--- config.mk ---
export PLATFORM = sky130hd
export DESIGN_NAME = masked_lane_expand
export DESIGN_NICKNAME = d
export VERILOG_FILES = /design/src/rtl/lane_expand_pkg.sv /design/src/rtl/lexp_ctrl.sv /design/src/rtl/lexp_datapath.sv /design/src/rtl/masked_lane_expand.sv
export SDC_FILE = /design/constraint.sdc
export NUM_CORES = 2
export LEC_CHECK = 0
export BUFFER_PORTS_ARGS = -buffer_cell sky130_fd_sc_hd__buf_2
export CORE_AREA = 4 4 595 597
export CTS_CLUSTER_DIAMETER = 150
export DETAILED_ROUTE_END_ITERATION = 7
export DIE_AREA = 0 0 599 601
export PLACE_DENSITY = 0.3
export SYNTH_ARGS = -nofsm -noshare
export SYNTH_HDL_FRONTEND = slang
export SYNTH_SLANG_ARGS = --single-unit
--- constraint.sdc ---
create_clock -name clk -period 4.29 [get_ports clk]
set_input_delay 0.2145 -clock clk [delete_from_list [all_inputs] [get_ports clk]]
set_output_delay 0.2145 -clock clk [all_outputs]
set_load 0.005 [all_outputs]
--- src/rtl/lane_expand_pkg.sv ---
package lane_expand_pkg;
  // Strobes from control to datapath
  typedef struct packed {
    logic capture;   // load result register this cycle
    logic zeroFill;  // unselected lanes become zero
  } lexpStrobe_t;

  localparam int ELEM_W = 64;
  localparam int MASK_W = 8;
endpackage

--- src/rtl/lexp_ctrl.sv ---
module lexp_ctrl
  import lane_expand_pkg::*;
(
  input  logic        clk,
  input  logic        rst_n,
  input  logic        inValid,
  input  logic        zeroMode,
  output lexpStrobe_t strobes,
  output logic        outValid
);
  always_comb begin
    strobes.capture  = inValid;
    strobes.zeroFill = zeroMode;
  end

  always_ff @(posedge clk) begin
    if (!rst_n) outValid <= 1'b0;
    else        outValid <= inValid;
  end

  // valid latency of one clock
  a_r7_valid_follows: assert property (@(posedge clk) disable iff (!rst_n)
    inValid |=> outValid);
  a_r7_idle_follows: assert property (@(posedge clk) disable iff (!rst_n)
    !inValid |=> !outValid);
endmodule

--- src/rtl/lexp_datapath.sv ---
module lexp_datapath
  import lane_expand_pkg::*;
#(
  parameter int LANES = 8
) (
  input  logic                    clk,
  input  logic                    rst_n,
  input  lexpStrobe_t             strobes,
  input  logic [LANES*ELEM_W-1:0] srcVec,
  input  logic [LANES*ELEM_W-1:0] mergeVec,
  input  logic [MASK_W-1:0]       laneMask,
  output logic [LANES*ELEM_W-1:0] resVec
);
  localparam int CNT_W = $clog2(LANES + 1);
  localparam int VEC_W = LANES * ELEM_W;

  logic [LANES-1:0]  usedMask;
  logic [ELEM_W-1:0] srcLane   [LANES];
  logic [CNT_W-1:0]  rank      [LANES];
  logic [VEC_W-1:0]  nextRes;

  // only the mask bits backed by a lane take part
  assign usedMask = laneMask[LANES-1:0];

  generate
    if (MASK_W > LANES) begin : g_spareBits
      logic [MASK_W-LANES-1:0] spareBits;
      assign spareBits = laneMask[MASK_W-1:LANES];
      logic unusedSpare;
      assign unusedSpare = ^spareBits;
    end
  endgenerate

  // Prefix popcount chain: rank[i] = set bits below lane i
  assign rank[0] = '0;
  genvar gi;
  generate
    for (gi = 0; gi < LANES; gi++) begin : g_lane
      assign srcLane[gi] = srcVec[gi*ELEM_W +: ELEM_W];
      if (gi > 0) begin : g_rank
        assign rank[gi] = rank[gi-1] + CNT_W'(usedMask[gi-1]);
      end

      logic [ELEM_W-1:0] picked;
      always_comb begin
        picked = '0;
        for (int j = 0; j < LANES; j++) begin
          if (rank[gi] == CNT_W'(j)) picked = srcLane[j];
        end
      end

      always_comb begin
        if (usedMask[gi])          nextRes[gi*ELEM_W +: ELEM_W] = picked;
        else if (strobes.zeroFill) nextRes[gi*ELEM_W +: ELEM_W] = '0;
        else                       nextRes[gi*ELEM_W +: ELEM_W] = mergeVec[gi*ELEM_W +: ELEM_W];
      end
    end
  endgenerate

  always_ff @(posedge clk) begin
    if (!rst_n)               resVec <= '0;
    else if (strobes.capture) resVec <= nextRes;
  end

  // hold when no operation is presented
  a_r7_hold: assert property (@(posedge clk) disable iff (!rst_n)
    !strobes.capture |=> $stable(resVec));
  // empty mask, zeroing mode
  a_r6_empty_zero: assert property (@(posedge clk) disable iff (!rst_n)
    (strobes.capture && usedMask == '0 && strobes.zeroFill) |=> resVec == '0);
  // empty mask, merge mode
  a_r6_empty_merge: assert property (@(posedge clk) disable iff (!rst_n)
    (strobes.capture && usedMask == '0 && !strobes.zeroFill) |=> resVec == $past(mergeVec));
  // lowest selected lane always receives source element 0
  a_r1_lane0: assert property (@(posedge clk) disable iff (!rst_n)
    (strobes.capture && usedMask[0]) |=> resVec[ELEM_W-1:0] == $past(srcVec[ELEM_W-1:0]));
  // unselected lane 0 in zeroing mode is cleared
  a_r3_lane0_zero: assert property (@(posedge clk) disable iff (!rst_n)
    (strobes.capture && !usedMask[0] && strobes.zeroFill) |=> resVec[ELEM_W-1:0] == '0);
endmodule

--- src/rtl/masked_lane_expand.sv ---
module masked_lane_expand
  import lane_expand_pkg::*;
#(
  parameter int LANES = 8
) (
  input  logic                    clk,
  input  logic                    rst_n,
  input  logic                    inValid,
  input  logic [LANES*64-1:0]     srcVec,
  input  logic [LANES*64-1:0]     mergeVec,
  input  logic [7:0]              laneMask,
  input  logic                    zeroMode,
  output logic                    outValid,
  output logic [LANES*64-1:0]     resVec
);
  lexpStrobe_t strobes;

  lexp_ctrl u_ctrl (
    .clk      (clk),
    .rst_n    (rst_n),
    .inValid  (inValid),
    .zeroMode (zeroMode),
    .strobes  (strobes),
    .outValid (outValid)
  );

  lexp_datapath #(.LANES(LANES)) u_dp (
    .clk      (clk),
    .rst_n    (rst_n),
    .strobes  (strobes),
    .srcVec   (srcVec),
    .mergeVec (mergeVec),
    .laneMask (laneMask),
    .resVec   (resVec)
  );
endmodule

# ---- After elaboration in Yosys (flattened, before gate mapping)
# Cells that the tools add are included.
dict set report word_totals {
  regBits 513
  latch_bits 0
  ram_bits 0
  rom_bits 0
  in_bits 1036
  output_inout_bits 513
  wordCells 123
  memories 0
}
dict set report classes {
  add_sub_neg 6
  multipliers 0
  n_div 0
  n_lt_le_gt_ge 0
  n_eq_ne 42
  n_shift 0
  muxes 66
  bitwise_logic 0
  n_reduce_logical 7
}
# operator n
set ops {}
lappend ops {{$mux W64} 66}
lappend ops {{$eq A4 B3 Y1 const B} 24}
lappend ops {{$eq A4 B2 Y1 const B} 12}
lappend ops {{$logic_not A4 Y1} 7}
lappend ops {{$eq A4 B1 Y1 const B} 6}
lappend ops {{$add A4 B1 Y4} 5}
lappend ops {{$add A1 B1 Y2} 1}

# ---- Depth between registers and ports, before layout
dict set report depth {
  depth_word 16
  ltp_mapped 17
  depth_no_buf 13
}

# ---- Hierarchy
# From an unflattened synthesis, not the netlist that was laid out.
dict set report hier_totals {
  hier_cells 6164
  area_unflattened_um2 44262.5
}
# mod instances cells_each area_each_um2 seq_area_each_um2
set modules_own_cells {}
lappend modules_own_cells {lexp_datapath 1 6160 44221.2 10249.8}
lappend modules_own_cells {lexp_ctrl 1 4 41.3 20.0}

# ---- Worst setup path before layout
# Ideal clock, no wire load.
dict set report synth_timing {
  path_type {in2reg}
  startpoint {in laneMask[0]}
  endpoint {reg u_dp.resVec[486]}
  setup_ns 0.134
  t_arrival_ns 3.856
  t_required_ns 4.156
  slack_ns 0.300
  path_stages 13
  n_path_buf 3
  cell_sequence {fa_1 > ha_1 > ha_1 > ha_1 > ha_1 > clkbuf_1 > buf_2 > buf_1 > mux4_2 > mux2i_1 > o22ai_1 > o21ai_1 > o22ai_1}
}
dict set report synth_between {
  elab_chain_len 16
  elab_cells_between_ends 23
  cone_classes {6 x add/sub; 7 x eq/ne; 9 x mux; 1 x reduce/logical}
}
# item line_no
set synth_lines {}
lappend synth_lines {{start, declared} masked_lane_expand.sv:11} ;# input logic [7:0] laneMask,
lappend synth_lines {{$add A1 B1 Y2 *} lexp_datapath.sv:41} ;# assign rank[gi] = rank[gi-1] + CNT_W'(usedMask[gi-1]);
lappend synth_lines {{$add A4 B1 Y4 * (5 in a row)} lexp_datapath.sv:41}
lappend synth_lines {{$logic_not A4 Y1} lexp_datapath.sv:48} ;# if (rank[gi] == CNT_W'(j)) picked = srcLane[j];
lappend synth_lines {{$mux W64 (7 in a row)} lexp_datapath.sv:48}
lappend synth_lines {{$mux W64 *} lexp_datapath.sv:48}
lappend synth_lines {{$mux W64 *} lexp_datapath.sv:53} ;# if (usedMask[gi]) nextRes[gi*ELEM_W +: ELEM_W] = picked;
lappend synth_lines {{end signal, assigned} lexp_datapath.sv:62} ;# else if (strobes.capture) resVec <= nextRes;
lappend synth_lines {{end, declared} lexp_datapath.sv:12} ;# output logic [LANES*ELEM_W-1:0] resVec
# Mark *: on every way between the ends. The rest lies on a longest branch, timed or not.
# A chain may end at the register's enable or synchronous reset.

# ---- Worst setup path in the final report
dict set report layout_timing {
  startpoint {in laneMask[2]}
  endpoint {reg u_dp.resVec[361]}
}
dict set report layout_between {
  elab_chain_len 13
  elab_cells_between_ends 20
  cone_classes {3 x add/sub; 7 x eq/ne; 9 x mux; 1 x reduce/logical}
}
# item line_no
set layout_lines {}
lappend layout_lines {{$add A4 B1 Y4 * (3 in a row)} lexp_datapath.sv:41}
lappend layout_lines {{$logic_not A4 Y1} lexp_datapath.sv:48}
lappend layout_lines {{$mux W64 (7 in a row)} lexp_datapath.sv:48}
lappend layout_lines {{$mux W64 *} lexp_datapath.sv:48}
lappend layout_lines {{$mux W64 *} lexp_datapath.sv:53}
# Marks and branches as above.

==> impl_summary.log <==
INFO  metric worst_setup_path_start_kind = primary input
INFO  metric detail_route.iter0.violations = 7297
INFO  metric critical_path_peak_fanout = 32
INFO  metric core.rowCount = 217
INFO  metric relative_max_transition_margin = 0.161
INFO  metric port_buffers = 1548
INFO  metric buffer_count_from_post_cts_setup_fixing = 0
INFO  metric fraction_of_layout_instances_using_a_drive_strength_above_1 = 0.321
INFO  metric synth_nets = 7089
INFO  metric postRouteAntennaNets = 0
INFO  metric ys.flop_type = dfxtp_1
INFO  metric fin_util = 0.213
INFO  metric drc_errors = 0
INFO  metric timing.final.crit_period = 4290 ps
INFO  metric chipWidth = 599 um
INFO  metric postSynth.asyncResetShare = 0
INFO  metric cap_violations = 0
INFO  metric finalWeightedCongestion = 0.941
INFO  metric outcome = finished clean
INFO  metric synth.ff_latch_count = 513
INFO  metric slew_worst_pin = 1260 ps
INFO  metric synthCells = 6040
INFO  metric synth_adder_area_share = 0.00367
INFO  metric ioPinCount = 1549
INFO  metric clock-skew-final = 0 ps
INFO  metric die_area = 360000 sq um
INFO  metric min-delay-path-class = primary input to flop
INFO  metric grt_start_max_net_pins = 219
INFO  metric synth_seq_area_share = 0.222
INFO  metric synthesis.area = 46300 sq um
INFO  metric final_design_area_no_fill = 74100 sq um
INFO  metric finalCritPeriodShare = 1.00
INFO  metric first_global_vias = 64519
INFO  metric timing.final.hold_violations = 0
INFO  metric chipHeight = 601 um
INFO  metric tritoncts_num_sinks = 513
INFO  metric drt_pre_antenna_iters = 7
INFO  metric critical_path_required = 4980 ps
INFO  metric number_of_warnings_printed_during_yosys_synthesis = 0
INFO  metric cts_buffer_depth = 4
INFO  metric postPlaceCellArea = 62900 sq um
INFO  metric synth-compound-area-share = 0.346
INFO  metric clock_tree.root_cell = clkbuf_16
INFO  metric viasPerCell = 5.02
INFO  metric start_util = 0.133
INFO  metric grt_setup_unrepaired = true
INFO  metric worstPathArrival = 4980 ps
INFO  metric clk-insertion-delay-late = 790 ps
INFO  metric worstSetupEndpointType = flop
INFO  metric crit_path_kind = primary input to flop
INFO  metric postRouteWirelength = 514000 um
INFO  metric final_setup_fails = 0
INFO  metric globalRouteOverflowTotal = 0
INFO  metric drv_slew = 0
INFO  metric placeableCoreArea = 349000 sq um
INFO  metric power.static_leakage = 0.0291 uW
INFO  metric area.growth.synth_to_final = 59.9%
INFO  metric max_freq = 0.233 GHz
INFO  metric clk_transition_reported_paths = 60 ps
INFO  metric layout.nets = 9399
INFO  metric cts-htree-levels = 3
INFO  metric route.detailed.wl_per_inst = 39.2 um
INFO  metric nFillCells = 39215
INFO  metric synth_area_in_xor_xnor = 0.00292
INFO  metric power_density = 453 nW/um^2
INFO  metric yosys.cell_types.count = 70
INFO  metric cts_tree = done
INFO  metric numCtsBuffers = 84
INFO  metric postSynthAreaPerCell = 7.67 sq um
INFO  metric num_vias = 65852
INFO  metric synth_top_family_by_area = compound AO/OA/AOI/OAI gates
INFO  metric grt_antenna_before_repair = 199
INFO  metric post_synth_mux_area_share = 0.214
INFO  metric grt_pass1_wl = 657000 um
INFO  metric max-vdd-ir-drop = 0.247 mV
INFO  metric grt.total_usage = 0.272
INFO  metric post_synth_and_or_nand_nor_area_fraction = 0.147
INFO  metric detailed_place_hpwl = 415000 um
INFO  metric synth_enable_flop_cells = 0
sequential cells by signal (all words and copies together) (netlist names):
name             cells
u_dp.resVec        512
u_ctrl.outValid      1
cell families (layout without fill, tap and decap cells):
group                    count (synthesis)  after routing
AO/OA/AOI/OAI                         2555           2555
XOR/XNOR                                 9              9
adder cells (fa/ha/maj)                 13             13
buffers and inverters                  788           3156
flip-flops                             513            513
multiplexers                           614            614
other                                    0            108
AND/OR/NAND/NOR                       1548           1548
path summary, 6_finish.rpt:
path	endpoint	slack, ps	cells past startpoint	startpoint
max reg2reg	u_dp.resVec[415]$_SDFFE_PN0P_	2210	5	u_dp.resVec[415]$_SDFFE_PN0P_
max	u_dp.resVec[361]$_SDFFE_PN0P_	1	18	laneMask[2]
min	u_dp.resVec[167]$_SDFFE_PN0P_	20	5	srcVec[231]
min reg2reg	u_dp.resVec[57]$_SDFFE_PN0P_	480	2	u_dp.resVec[57]$_SDFFE_PN0P_
area by class of cell:
cell class / count / area [sq um] / area share
tap: 4599 / 5750 / 0.0777
multi-input combinational: 4739 / 33500 / 0.452
timing repair buffer: 2937 / 21400 / 0.288
inverter: 75 / 289 / 0.00390
clock buffer: 118 / 2390 / 0.0323
clock inverter: 26 / 314 / 0.00424
antenna: 108 / 270 / 0.00365
sequential: 513 / 10300 / 0.139
cells in the mapped netlist (all sizes together) (75+ instances only):
cell    count  area share
o21ai     694       0.075
a21oi     690       0.075
clkbuf    604       0.049
nor2      577       0.047
dfxtp     513        0.22
nand2     488       0.040
mux4      294        0.14
mux2i     237       0.051
a211oi    228       0.037
a22oi     175       0.028
o22ai     160       0.022
nand3     126       0.014
nor2b     119       0.016
a31oi     115       0.016
buf       109       0.010
nor3      104       0.011
o221ai     85       0.016
mux2       83       0.020
inv        75      0.0061
layout by cell type, fill, tap and decap left out, types with 66 or more instances in the layout:
master            n
a22oi_1         175
mux2_2           83
dfxtp_1         513
o211ai_1         66
nor2b_1         112
a31oi_1         115
clkbuf_16        85
mux2i_1         237
buf_4           486
nor2_1          564
nor3_1          103
buf_2          1542
a21oi_1         686
nand3_1         125
buf_12           88
o22ai_1         160
o21ai_0         651
nand2_1         480
dlygate4sd3_1   818
a221o_1          68
mux4_2          294
inv_1            71
o221ai_1         85
diode_2         108
a211oi_1        228
per-layer routing:
layer | vias up | track usage | part of all wire
met1 | 33464 | 0.290 | 0.35
met3 | 871 | 0.0608 | 0.074
met4 | 114 | 0.128 | 0.057
met2 | 3443 | 0.502 | 0.52
li1 | 27960 | - | -
met5 | - | 0 | 0.0014
worst max-delay path: stages:
cell	delay [ps]
buf_4	140
fa_4	920
ha_4	240
ha_4	170
ha_4	170
buf_4	150
nand2_1	80
a21oi_1	70
o31a_2	430
buf_4	210
buf_4	220
nand2_2	110
buf_12	260
o21ai_0	110
a21oi_1	590
buf_4	220
o22ai_1	60
dlygate4sd3_1	570
power breakdown:
| group | internal, uW | switching [uW] |
|---|---|---|
| Combinational | 8350 | 12300 |
| Clock | 4180 | 3000 |
| Sequential | 5280 | 411 |
per-stage QoR:
stage          hold WS (ps)  instances  setup slack [ps]  power [uW]  setup TNS (ps)
2_1_floorplan           364       6040               300       14400               0
3_3_place_gp            470      12045              -398       25500           -8110
3_5_place_dp            474      12045              -441       25400           -7960
4_1_cts               0.806      13007              50.1       33800               0
5_1_grt                27.9      13021             -32.2       34700           -32.2
6_report               23.6      13115              1.20       33600               0
timing repair:
item                                    4_1_cts  5_1_grt
endpoints found under the setup margin        0        5
hold buffers                                818        0
resized for setup                             0       10
hold endpoints to repair                    512        0
Note: power is estimated with default switching activity, not from simulation.
